`config.mk`:
```
export PLATFORM = sky130hd
export DESIGN_NAME = edge_capture_unit
export DESIGN_NICKNAME = d
export VERILOG_FILES = /design/src/rtl/edge_capture_unit.sv
export SDC_FILE = /design/constraint.sdc
export NUM_CORES = 1
export LEC_CHECK = 0
export BUFFER_PORTS_ARGS = -buffer_cell sky130_fd_sc_hd__buf_2
export CAP_MARGIN = 40
export CORE_UTILIZATION = 53
export CTS_BUF_LIST = sky130_fd_sc_hd__clkbuf_4 sky130_fd_sc_hd__clkbuf_8
export DETAILED_ROUTE_END_ITERATION = 10
export GPL_TIMING_DRIVEN = 0
export PLACE_DENSITY = 0.76
export SLEW_MARGIN = 20
export SYNTH_ARGS = -nofsm -noshare
export SYNTH_HDL_FRONTEND = slang
export SYNTH_SLANG_ARGS = --single-unit
```
`constraint.sdc`:
```
create_clock -name clk -period 7.2 [get_ports clk]
set_clock_uncertainty 0.05 [all_clocks]
set_input_delay 1.44 -clock clk [delete_from_list [all_inputs] [get_ports clk]]
set_output_delay 1.44 -clock clk [all_outputs]
set_load 0.1 [all_outputs]
```
`src/rtl/edge_capture_unit.sv`:
```
module edge_capture_unit #(
  parameter int NCH = 4,
  parameter int TSW = 32
) (
  input  logic           clk,
  input  logic           rst_n,
  input  logic           bus_we,
  input  logic [7:0]     bus_addr,
  input  logic [31:0]    bus_wdata,
  output logic [31:0]    bus_rdata,
  input  logic [NCH-1:0] cap_in,
  output logic           irq
);
  localparam int PSW = 5;
  localparam logic [7:0] A_CTRL = 8'h50;
  localparam logic [7:0] A_IEN  = 8'h54;
  localparam logic [7:0] A_STAT = 8'h58;
  localparam logic [7:0] A_ACK  = 8'h5C;

  logic [PSW-1:0] div_cfg, div_cnt;
  logic           run;
  logic [TSW-1:0] ts;
  logic [NCH-1:0] ien, stat, evt, ack_hit;
  logic [NCH-1:0] s1, s2, s3;
  logic [1:0]     esel [NCH];
  logic [TSW-1:0] capv [NCH];
  logic           unused_bits;

  assign unused_bits = ^{bus_wdata[31:11], bus_wdata[9]};
  assign ack_hit = (bus_we && bus_addr == A_ACK) ? bus_wdata[NCH:1] : '0;
  assign irq = |(stat & ien);

  always_ff @(posedge clk) begin
    if (!rst_n) begin
      s1 <= '0; s2 <= '0; s3 <= '0;
    end else begin
      s1 <= cap_in; s2 <= s1; s3 <= s2;
    end
  end

  always_ff @(posedge clk) begin
    if (!rst_n || !run) begin
      div_cnt <= '0;
      ts      <= '0;
    end else if (div_cnt >= div_cfg) begin
      div_cnt <= '0;
      ts      <= ts + TSW'(1);
    end else begin
      div_cnt <= div_cnt + PSW'(1);
    end
  end

  always_ff @(posedge clk) begin
    if (!rst_n) begin
      div_cfg <= '0;
      run     <= 1'b0;
      ien     <= '0;
      stat    <= '0;
    end else begin
      if (bus_we && bus_addr == A_CTRL) begin
        div_cfg <= bus_wdata[8:4];
        run     <= bus_wdata[10];
      end
      if (bus_we && bus_addr == A_IEN) ien <= bus_wdata[NCH:1];
      stat <= (stat & ~ack_hit) | evt;
    end
  end

  for (genvar n = 0; n < NCH; n++) begin : g_ch
    logic rise, fall;
    assign rise   = s2[n] & ~s3[n];
    assign fall   = ~s2[n] & s3[n];
    assign evt[n] = run & ((rise & esel[n][0]) | (fall & esel[n][1]));

    always_ff @(posedge clk) begin
      if (!rst_n) begin
        esel[n] <= 2'd0;
        capv[n] <= '0;
      end else begin
        if (bus_we && bus_addr == 8'(8'h30 + 4*n)) esel[n] <= bus_wdata[1:0];
        if (evt[n]) capv[n] <= ts;
      end
    end

    a_r3_capture_flags: assert property (@(posedge clk) disable iff (!rst_n)
      (capv[n] != $past(capv[n])) |-> stat[n]);
    a_r9_set_wins: assert property (@(posedge clk) disable iff (!rst_n)
      evt[n] |=> stat[n]);
    a_r8_ack_clears: assert property (@(posedge clk) disable iff (!rst_n)
      (ack_hit[n] && !evt[n]) |=> !stat[n]);
    a_r5_idle_no_capture: assert property (@(posedge clk) disable iff (!rst_n)
      !run |=> $stable(capv[n]));
  end

  always_comb begin
    bus_rdata = '0;
    case (bus_addr)
      A_CTRL: begin
        bus_rdata[8:4] = div_cfg;
        bus_rdata[10]  = run;
      end
      A_IEN:  bus_rdata[NCH:1] = ien;
      A_STAT: bus_rdata[NCH:1] = stat;
      default: ;
    endcase
    for (int n = 0; n < NCH; n++) begin
      if (bus_addr == 8'(8'h10 + 4*n)) bus_rdata = 32'(capv[n]);
      if (bus_addr == 8'(8'h30 + 4*n)) bus_rdata = {30'd0, esel[n]};
    end
  end

  a_r5_idle_zero: assert property (@(posedge clk) disable iff (!rst_n)
    !run |=> (ts == '0));
  a_r4_single_step: assert property (@(posedge clk) disable iff (!rst_n)
    run |=> (ts == $past(ts) || ts == $past(ts) + TSW'(1)));
  a_r6_irq_enabled: assert property (@(posedge clk) disable iff (!rst_n)
    irq |-> (ien != '0));
endmodule

```
==> key figures, run 1 <==
Outcome
  • Run status: completed

Clock network
  • Clk slew on worst S/H paths: around 0.090 ns
  • Clk_lat worst skew: a little under 0.5 ns
  • Clock Tree Root: clkbuf_8
  • TritonCTS clock tree: built
  • Post-CTS Setup Repair Bufs: 0
  • # clock sinks: approximately 200
  • Hold_buf cts: 0
  • CTS Buffer Depth: 2
  • CTS buffer count: 17
  • Post-CTS sizing: 0
  • Number of H-tree levels: 4

GRT
  • GR peak layer: met2
  • Routing usage on met1: ~34%
  • Grt met2 use: around two fifths
  • First-pass GRT wire length: between 30 and 40 mm
  • Vias in the first global route: between 6000 and 7000
  • Antenna violations before repair: 0
  • Gr usage total: approximately a quarter
  • Largest net degree at the start of global routing: 20
  • Total gr overflow: 0
  • Met3 usage: approximately 5.3%

Timing
  • Period utilization: between 70% and 80%
  • Total Negative Setup Slacks: 0 ns
  • Final setup fails: 0
  • Hold Slack: 0.393 ns
  • Hold Vio Cnt, Final: 0
  • Max-Slew Margin vs Limit: between 40% and 50%
  • Fmax: between 150 and 200 MHz
  • Slew Viols, Final: 0
  • RSZ-0062 raised after global routing: no
  • Worst-Margin Slew: about 0.84 ns
  • Fin crit period: 5.57 ns

Setup path
  • Worst EP required: ~5.7 ns
  • Critical Path Start Type: primary input
  • Crit path arrival time: between 4 and 5 ns
  • Crit-path max FO: 10
  • WS Path Type: primary input to output port
  • Critical Path End Type: output port

Logic synthesis
  • Seq/Total Area, Yosys: between 50% and 60%
  • Synth unique cells: between 50 and 60
  • Syn Area/Cell: approximately 12 sq um
  • Synth top area cells: edfxtp_1 (44%), dfxtp_1 (14%), and2_1 (8.4%), mux4_2 (6.6%), and3_1 (2.6%)
  • Most used DFF post-synth: edfxtp_1
  • Post-synth EDFFs: about 140
  • Syn_nets: slightly above 800
  • Synth warn: 0
  • Post-Syn Area: ~9000 sq um
  • Yosys top cell area share: 44.3%
  • #FFs+latches synth: 199
  • Syn Inst Count: between 700 and 800
  • Synth area leader: edfxtp_1
  • Asr flop ratio synth: 0%

Die
  • Initial cell density of the core: 55.0%
  • FP Rows: between 40 and 50
  • Die Width: approximately 130 um
  • Area of the die: approximately 18000 sq um
  • DIE HEIGHT: around 130 um
  • Core area: 16800 sq um
  • I/O pins: 80

Power
  • Switching Share: about a quarter
  • Comb pwr share: 5.9%
  • Lkg Pwr: between 3 and 4 nW
  • P per Cell Area: ~200 nW/um^2
  • P_sw: 0.519 mW
  • Pint: ~1.6 mW
  • Share of power burned in registers: approximately 60%
  • Worst vdd ir: ~150 uV
  • Clock Power Share: 33.4%

Final layout
  • Layout cells sized above 1: between 15 and 20%
  • Ant diodes: 0
  • Most frequent cells in the layout: edfxtp_1 (136), and2_1 (124), buf_2 (65), dfxtp_1 (63), clkbuf_1 (44)
  • Most common cell after layout, fill and taps aside: edfxtp_1
  • Synthesis-to-layout area growth: 12.0%
  • NumNets Final: between 900 and 1000

Place
  • DP HPWL: 15.1 mm
  • Routability Congestion: between 0.8 and 0.9
  • # port buffers: 55

Drt
  • Routed WL: approximately 22 mm
  • DR pass1 iterations: 6
  • DRT iter0 DRCs: 491
  • Total number of vias: approximately 6500
  • Vias per Instance: ~6.0
  • Post-route DRC: 0
  • Final ANT Viol Nets: 0
  • Drt wl/cell: 20.0 um

Min path
  • Min-delay worst type: flip-flop to flip-flop

Job
  • Max cap viols: 0
worst max-delay path, stage by stage:
cell	delay, ns
buf_2	0.11
nor3b_1	0.47
nand2_1	0.23
nor3_2	0.68
clkbuf_1	0.48
and2_1	0.23
buf_2	0.43
cells in the mapped netlist, drive strengths merged (4+ instances only):
cell	count
dfxtp	63
nand3	16
nand2	33
and2	124
a31oi	5
a21oi	35
edfxtp	136
inv	14
a22o	8
nor2b	18
nor3	18
nor2	32
and3	39
mux2i	12
o31ai	9
xor2	4
ha	7
clkbuf	44
or3	15
o21ai	29
or4	11
mux4	27
a22oi	7
buf	10
nand4	14
o22ai	5
layout make-up:
cell class              count  area [sq um]
fillers                  1353          6430
inverters                  15          56.3
clock inverters            14           131
clock buffers              18           248
plain buffers              54           215
repair buffers             63           409
well taps                 220           275
multi-input cells         506          3650
flip-flops and latches    199          5350
kinds of logic (layout without fill, tap and decap cells):
kind of cell	Yosys count	in the layout	synth area share (%)
AOI/OAI and AO/OA	118	118	8.05
xor gates and xnor gates	6	6	0.570
adders and majority gates	7	7	0.950
buffers and inverters	69	164	2.95
DFF	199	199	58.0
muxes	42	42	8.27
and+or+nand+nor	333	333	21.2
path summary, 6_finish.rpt:
check                            startpoint             to  slack [ns]  cells past startpoint
worst max-delay path            bus_addr[6]  bus_rdata[28]        1.63                      7
worst max register to register   div_cnt[0]          ts[1]        4.40                      9
worst min-delay path                  s1[1]          s2[1]        0.39                      1
worst min register to register        s1[1]          s2[1]        0.39                      1
layer usage:
metal / vias to the layer above / wire [um]
met4: 0 / 484
met5: - / 0
li1: 3024 / -
met2: 227 / 10700
met3: 37 / 1200
met1: 3233 / 9460
power groups by stage:
stage                     combinational (mW)  clock (mW)  sequential [mW]
final                                  0.123       0.698             1.27
after global routing                   0.131       0.747             1.27
after CTS                              0.124       0.701             1.27
after detailed placement               0.123           0             1.29
after global placement                 0.111           0             1.30
after floorplan                       0.0779           0             1.29
flip-flops by register name (all words and copies together) (netlist names):
| signal | count |
|---|---|
| capv | 128 |
| ts | 32 |
| esel | 8 |
| div_cfg | 5 |
| div_cnt | 5 |
| ien | 4 |
| s1 | 4 |
| s2 | 4 |
| s3 | 4 |
| stat | 4 |
| run | 1 |
per-stage QoR:
step                cells  total power, mW  setup WS [ns]  utilization [%]  instance area, sq um
global placement     1049             1.41           1.73             58.3                  9770
finish               1089             2.09           1.63             61.6                 10300
floorplan             774             1.37           1.17                -                  9220
CTS                  1089             2.09           1.68             61.6                 10300
detailed placement   1057             1.42           1.68             59.4                  9950
global route         1089             2.15           1.56             61.6                 10300
(Power assumes the default switching activity.)
==> inputs of run 2 (changes only) <==
--- a/config.mk
+++ b/config.mk
@@ -11,7 +11,7 @@
 export CTS_BUF_LIST = sky130_fd_sc_hd__clkbuf_4 sky130_fd_sc_hd__clkbuf_8
 export DETAILED_ROUTE_END_ITERATION = 10
 export GPL_TIMING_DRIVEN = 0
-export PLACE_DENSITY = 0.76
+export PLACE_DENSITY = 0.79
 export SLEW_MARGIN = 20
 export SYNTH_ARGS = -nofsm -noshare
 export SYNTH_HDL_FRONTEND = slang
==> constraint.sdc (replaced) <==
create_clock -name clk -period 5 [get_ports clk]
set_clock_uncertainty 0.05 [all_clocks]
set_input_delay 1 -clock clk [delete_from_list [all_inputs] [get_ports clk]]
set_output_delay 1 -clock clk [all_outputs]
set_load 0.1 [all_outputs]
==> run 2 against run 1 <==
  * Critical path depth unchanged
  * Critical path type unchanged
  * Cell count rose by 0.18%
  * Sequential share of layout area fell by 0.42 points
==> key figures, run 2 (same netlist as run 1, synthesis figures left out) <==
Power
  • Pint: 2.43 mW (was 1.57 mW)
  • Lkg Pwr: 3.80 nW (was 3.76 nW)
  • Share of power burned in registers: 58.2% (was 60.7%)
  • P per Cell Area: 301 nW/um^2 (was 202 nW/um^2)
  • Worst vdd ir: 176 uV (was 153 uV)
  • Switching Share: 22.5% (was 24.9%)
  • P_sw: 0.704 mW (was 0.519 mW)
  • Comb pwr share: 5.7% (was 5.9%)
  • Clock Power Share: 36.1% (was 33.4%)
  • Power Total: 3.13 mW (was 2.09 mW)

Final layout
  • NumNets Final: 912 (was 910)
  • Most common cell after layout, fill and taps aside: edfxtp_1 (unchanged)
  • Layout cells sized above 1: 17.6% (was 17.4%)
  • Synthesis-to-layout area growth: 12.9% (was 12.0%)
  • Final Util: 62.1% (was 61.6%)
  • Most frequent cells in the layout: edfxtp_1 (136), and2_1 (124), buf_2 (65), dfxtp_1 (63), clkbuf_1 (44) (unchanged)
  • Leading registers by flop count: capv x128, ts x32, esel x8 (unchanged)
  • Most flop-heavy register: capv (unchanged)
  • Fillers: 1309 (was 1353)
  • FF+latch area: 5350 sq um (unchanged)
  • Multi-input logic area: 3650 sq um (about the same)
  • Final std cells w/o fill: 1091 (was 1089)
  • Number of flip-flops in the largest register: 128 (unchanged)
  • Ant diodes: 0 (unchanged)

Place
  • # port buffers: 55 (unchanged)
  • Place WS: 0.338 ns (was 1.68 ns)
  • DP HPWL: 15.0 mm (was 15.1 mm)
  • Routability Congestion: 0.882 (was 0.870)
  • Inst Count DP: 1057 (unchanged)

Clock network
  • Post-CTS sizing: 0 (unchanged)
  • Number of H-tree levels: 4 (unchanged)
  • Clock Tree Root: clkbuf_8 (unchanged)
  • # clock sinks: 199 (unchanged)
  • Clk slew on worst S/H paths: 0.09 ns (about the same)
  • Clk_lat worst skew: 0.48 ns (was 0.49 ns)
  • CTS buffer count: 17 (unchanged)
  • TritonCTS clock tree: built (unchanged)
  • Post-CTS Setup Repair Bufs: 0 (unchanged)
  • Hold_buf cts: 0 (unchanged)
  • CTS Buffer Depth: 2 (unchanged)

GRT
  • Total gr overflow: 0 (unchanged)
  • Antenna violations before repair: 0 (unchanged)
  • Largest net degree at the start of global routing: 21 (was 20)
  • First-pass GRT wire length: 34.3 mm (was 34.4 mm)
  • Vias in the first global route: 6508 (was 6392)
  • Gr usage total: 25.6% (was 25.5%)

Drt
  • Vias per Instance: 6.01 (was 5.99)
  • Routed WL: 21.6 mm (was 21.8 mm)
  • DRT iter0 DRCs: 695 (was 491)
  • Drt wl/cell: 19.8 um (was 20.0 um)
  • Post-route DRC: 0 (unchanged)
  • Final ANT Viol Nets: 0 (unchanged)
  • Total number of vias: 6557 (was 6521)
  • DR pass1 iterations: 7 (was 6)

Timing
  • RSZ-0062 raised after global routing: no (unchanged)
  • Fin crit period: 4.64 ns
  • Period utilization: between 90 and 100%
  • Slew Viols, Final: 0 (unchanged)
  • Hold Vio Cnt, Final: 0 (unchanged)
  • Setup WS post-layout: 0.364 ns (was 1.63 ns)
  • Max-Slew Margin vs Limit: 41.3% (was 43.5%)
  • Worst-Margin Slew: 0.877 ns (was 0.843 ns)
  • Hold Slack: 0.405 ns (was 0.393 ns)
  • Fmax: between 200 and 250 MHz
  • Final setup fails: 0 (unchanged)

Setup path
  • Critical Path End Type: output port (unchanged)
  • Crit-path max FO: 10 (unchanged)
  • WS Path Type: primary input to output port (unchanged)
  • Critical Path Start Type: primary input (unchanged)
  • Worst EP required: 3.95 ns (was 5.71 ns)
  • Crit path arrival time: 3.59 ns (was 4.08 ns)

Die
  • DIE HEIGHT: 134 um (unchanged)
  • Area of the die: 17900 sq um (unchanged)
  • Die Width: 134 um (unchanged)
  • I/O pins: 80 (unchanged)
  • FP Rows: 47 (unchanged)
  • Core area: 16800 sq um (unchanged)
  • Initial cell density of the core: 55.0% (unchanged)

Outcome
  • Run status: completed (unchanged)

Min path
  • Min-delay worst type: flip-flop to flip-flop (unchanged)

Job
  • Max cap viols: 0 (unchanged)
-- run 2: changes by cell type in the layout (fill, tap and decap cells not counted), moves of 2 or more --
cell       previous run  this run
inv_6                 5         3
inv_8                 3         0
bufinv_16             0         4
clkbuf_4              0         2
-- run 2: worst max-delay path, cell delays in order --
cell      delay [ns]
buf_2           0.11
nor3b_1         0.48
nand2_1         0.23
nor3_2          0.69
clkbuf_1        0.41
and2_1          0.23
buf_2           0.44
-- run 2: routing by layer --
layer | track usage, % | share of wire, % | up-vias
met5 | 0 | 0 | -
met4 | 11.5 | 2.5 | 0
met3 | 4.16 | 7.1 | 39
met2 | 42.1 | 50 | 289
met1 | 33.4 | 41 | 3199
li1 | - | - | 3030
-- run 2: final timing paths --
path | end | cells after the start | start | slack, ns
worst min-delay path | s2[2] | 1 | s1[2] | 0.40
worst max-delay path | bus_rdata[15] | 7 | bus_addr[6] | 0.36
worst min register to register | s2[2] | 1 | s1[2] | 0.40
worst max register to register | div_cnt[0] | 10 | div_cfg[2] | 2.30
-- run 2: cell type report --
| cell class | count | area share, % |
|---|---|---|
| sequential | 199 | 51.3 |
| multi-input combinational | 506 | 35.1 |
| timing repair buffer | 65 | 4.15 |
| tap | 220 | 2.64 |
| clock buffer | 17 | 2.25 |
| buffer | 54 | 2.07 |
| clock inverter | 15 | 1.93 |
| inverter | 15 | 0.541 |
-- run 2: stage by stage --
step                      instance area [sq um]  setup TNS (ns)
final                                     10400               0
after CTS                                 10400               0
after global placement                     9770          -29.71
after detailed placement                   9960               0
after floorplan                            9220               0
after global routing                      10400               0
-- run 2: power by group through the flow --
| stage | Combinational (mW) | Clock, mW | Sequential [mW] |
|---|---|---|---|
| floorplan | 0.112 | 0 | 1.86 |
| global placement | 0.159 | 0 | 1.87 |
| detailed placement | 0.177 | 0 | 1.86 |
| CTS | 0.178 | 1.14 | 1.83 |
| global route | 0.190 | 1.20 | 1.83 |
| finish | 0.178 | 1.13 | 1.83 |
==> inputs of run 3 (changes only) <==
--- a/config.mk
+++ b/config.mk
@@ -7,11 +7,14 @@
 export LEC_CHECK = 0
 export BUFFER_PORTS_ARGS = -buffer_cell sky130_fd_sc_hd__buf_2
 export CAP_MARGIN = 40
-export CORE_UTILIZATION = 53
+export CELL_PAD_IN_SITES_DETAIL_PLACEMENT = 1
+export CELL_PAD_IN_SITES_GLOBAL_PLACEMENT = 2
+export CORE_UTILIZATION = 38
 export CTS_BUF_LIST = sky130_fd_sc_hd__clkbuf_4 sky130_fd_sc_hd__clkbuf_8
 export DETAILED_ROUTE_END_ITERATION = 10
 export GPL_TIMING_DRIVEN = 0
-export PLACE_DENSITY = 0.79
+export PLACE_DENSITY = 0.82
+export RECOVER_POWER = 100
 export SLEW_MARGIN = 20
 export SYNTH_ARGS = -nofsm -noshare
 export SYNTH_HDL_FRONTEND = slang
==> run 3 against run 2 <==
  * The run now ends with max-capacitance violations, max-slew violations left
  * Sequential share of layout area is 0.32 points higher
  * Sequential power hardly changed
  * Critical path type unchanged
  * Highest routed layer unchanged
  * Worst setup slack worse by 0.13 ns
  * Combinational power is 5% lower
  * Sequential cell count stayed put
  * First-iteration DRC count is 37% lower
  * Utilization is 18 points lower
==> key figures, run 3 (same netlist as run 1, synthesis figures left out) <==
Timing
  • Fin crit period: 4.77 ns (was 4.64 ns)
  • Max-Slew Margin vs Limit: -100% (was 41.3%)
  • Period utilization: 95.3% (was 92.7%)
  • Final setup fails: 0 (unchanged)
  • Hold Vio Cnt, Final: 0 (unchanged)
  • Fmax: 210 MHz (was 216 MHz)
  • Worst-Margin Slew: 2.97 ns (was 0.877 ns)
  • RSZ-0062 raised after global routing: no (unchanged)
  • Setup WS post-layout: 0.233 ns (was 0.364 ns)
  • Slew Viols, Final: 34 (was 0)

Drt
  • Drt wl/cell: 21.6 um (was 19.8 um)
  • DR pass1 iterations: 4 (was 7)
  • Post-route DRC: 0 (unchanged)
  • Total number of vias: 6499 (was 6557)
  • DRT iter0 DRCs: 441 (was 695)
  • Routed WL: 25.7 mm (was 21.6 mm)
  • Vias per Instance: 5.47 (was 6.01)
  • Final ANT Viol Nets: 0 (unchanged)

GRT
  • Gr usage total: 21.8% (was 25.6%)
  • Vias in the first global route: 6807 (was 6508)
  • Total gr overflow: 0 (unchanged)
  • First-pass GRT wire length: 39.6 mm (was 34.3 mm)
  • Antenna violations before repair: 0 (unchanged)
  • Largest net degree at the start of global routing: 20 (was 21)

Die
  • Die Width: 158 um (was 134 um)
  • I/O pins: 80 (unchanged)
  • FP Rows: 56 (was 47)
  • Area of the die: 24900 sq um (was 17900 sq um)
  • Core area: 23600 sq um (was 16800 sq um)
  • DIE HEIGHT: 158 um (was 134 um)
  • Initial cell density of the core: 39.0% (was 55.0%)

Job
  • Max cap viols: 2 (was 0)

Setup path
  • Crit path buf inv count: 3 (unchanged)
  • Crit path arrival time: 3.72 ns (was 3.59 ns)
  • Crit-path max FO: 10 (unchanged)
  • Critical Path Start Type: primary input (unchanged)
  • Reg2reg start: esel[2][0] (was div_cfg[2])
  • Critical Path End Type: output port (unchanged)
  • Worst path top cell family by delay: simple AND/OR/NAND/NOR gates (unchanged)
  • Worst EP required: 3.95 ns (about the same)
  • Max incr delay on CP: 0.65 ns (was 0.69 ns)
  • WS Path Type: primary input to output port (unchanged)
  • CP max-delay cell: nor3_2 (unchanged)
  • Crit-path cells: buf_2 -> nor3b_1 -> nand2_1 -> nor3_2 -> clkbuf_1 -> and2_0 -> buf_2 (was buf_2 -> nor3b_1 -> nand2_1 -> nor3_2 -> clkbuf_1 -> and2_1 -> buf_2)
  • Critical Path Most Common Cell: buf_2 (unchanged)
  • Setup crit start: bus_addr[7] (was bus_addr[6])

Final layout
  • FF+latch area: 5350 sq um (unchanged)
  • Fillers: 2576 (was 1309)
  • Final Util: 43.8% (was 62.1%)
  • Multi-input logic area: 3610 sq um (was 3650 sq um)
  • Synthesis-to-layout area growth: 12.2% (was 12.9%)
  • Fin area: 10300 sq um (was 10400 sq um)
  • Final std cells w/o fill: 1188 (was 1091)
  • Ant diodes: 0 (unchanged)
  • Most frequent cells in the layout: edfxtp_1 (136), and2_0 (72), dfxtp_1 (63), clkbuf_1 (59), and2_1 (52) (was edfxtp_1 (136), and2_1 (124), buf_2 (65), dfxtp_1 (63), clkbuf_1 (44))
  • NumNets Final: 910 (was 912)
  • Layout cells sized above 1: 15.2% (was 17.6%)
  • Most common cell after layout, fill and taps aside: edfxtp_1 (unchanged)
  • Most flop-heavy register: capv (unchanged)
  • Leading registers by flop count: capv x128, ts x32, esel x8 (unchanged)
  • Number of flip-flops in the largest register: 128 (unchanged)

Outcome
  • Run status: complete, but fails checks (was completed)
  • Failing checks: max-capacitance violations, max-slew violations

Clock network
  • Number of H-tree levels: 4 (unchanged)
  • Post-CTS sizing: 0 (unchanged)
  • Post-CTS Setup Repair Bufs: 0 (unchanged)
  • TritonCTS clock tree: built (unchanged)
  • Hold_buf cts: 0 (unchanged)
  • Clk_lat worst skew: 0.48 ns (about the same)
  • CTS Buffer Depth: 2 (unchanged)
  • CTS buffer count: 17 (unchanged)
  • # clock sinks: 199 (unchanged)
  • Clk slew on worst S/H paths: 0.10 ns (was 0.09 ns)
  • Clock Tree Root: clkbuf_8 (unchanged)

Min path
  • Min-delay worst type: flip-flop to flip-flop (unchanged)
  • Beginning of the worst hold path: s1[2] (unchanged)

Power
  • Worst vdd ir: 154 uV (was 176 uV)
  • Power Total: 3.11 mW (was 3.13 mW)
  • P per Cell Area: 301 nW/um^2 (about the same)
  • Lkg Pwr: 3.60 nW (was 3.80 nW)

Place
  • DP HPWL: 18.0 mm (was 15.0 mm)
  • # port buffers: 55 (unchanged)
  • Post-DP Area: 10100 sq um (was 9960 sq um)
  • Routability Congestion: 0.781 (was 0.882)
  • Inst Count DP: 1155 (was 1057)
  • Place WS: 0.187 ns (was 0.338 ns)
## run 3: cell count changes in the layout (fill, tap and decap cells not counted), sizes merged
cell and delta:
clkbuf +42, clkinv -1, clkinvlp -1, bufinv -2
buf -44, inv +4
## run 3: worst paths after layout
check | slack, ns | endpoint | cells past startpoint
max | 0.23 | bus_rdata[21] | 7
min | 0.41 | s2[2] | 1
max reg2reg | 0.66 | capv[2][23] | 5
min reg2reg | 0.41 | s2[2] | 1
## run 3: metal layers
metal / part of all wire [%] / up-vias / global-route usage, %
li1: - / 3025 / -
met1: 44 / 3321 / 27.8
met2: 51 / 116 / 37.9
met3: 3.6 / 37 / 3.53
met4: 1.8 / 0 / 6.15
met5: 0 / - / 0
## run 3: where the power goes
group	switching, mW	leakage (nW)	total (mW)	internal, mW
clock	0.649	0.209	1.12	0.467
combinational	0.107	1.58	0.169	0.0622
sequential	0.0191	1.81	1.83	1.81
## run 3: layout make-up
type | count | area share, %
multi-input combinational | 506 | 34.9
tap | 319 | 3.86
timing repair buffer | 63 | 2.96
clock inverter | 15 | 1.81
buffer | 54 | 2.04
sequential | 199 | 51.7
inverter | 15 | 0.544
clock buffer | 17 | 2.26
## run 3: through the flow
stage	hold slack, ns	TNS (ns)
floorplan	0.362	0
global placement	0.373	-61.13
detailed placement	0.383	0
CTS	0.415	0
global route	0.434	0
finish	0.407	0
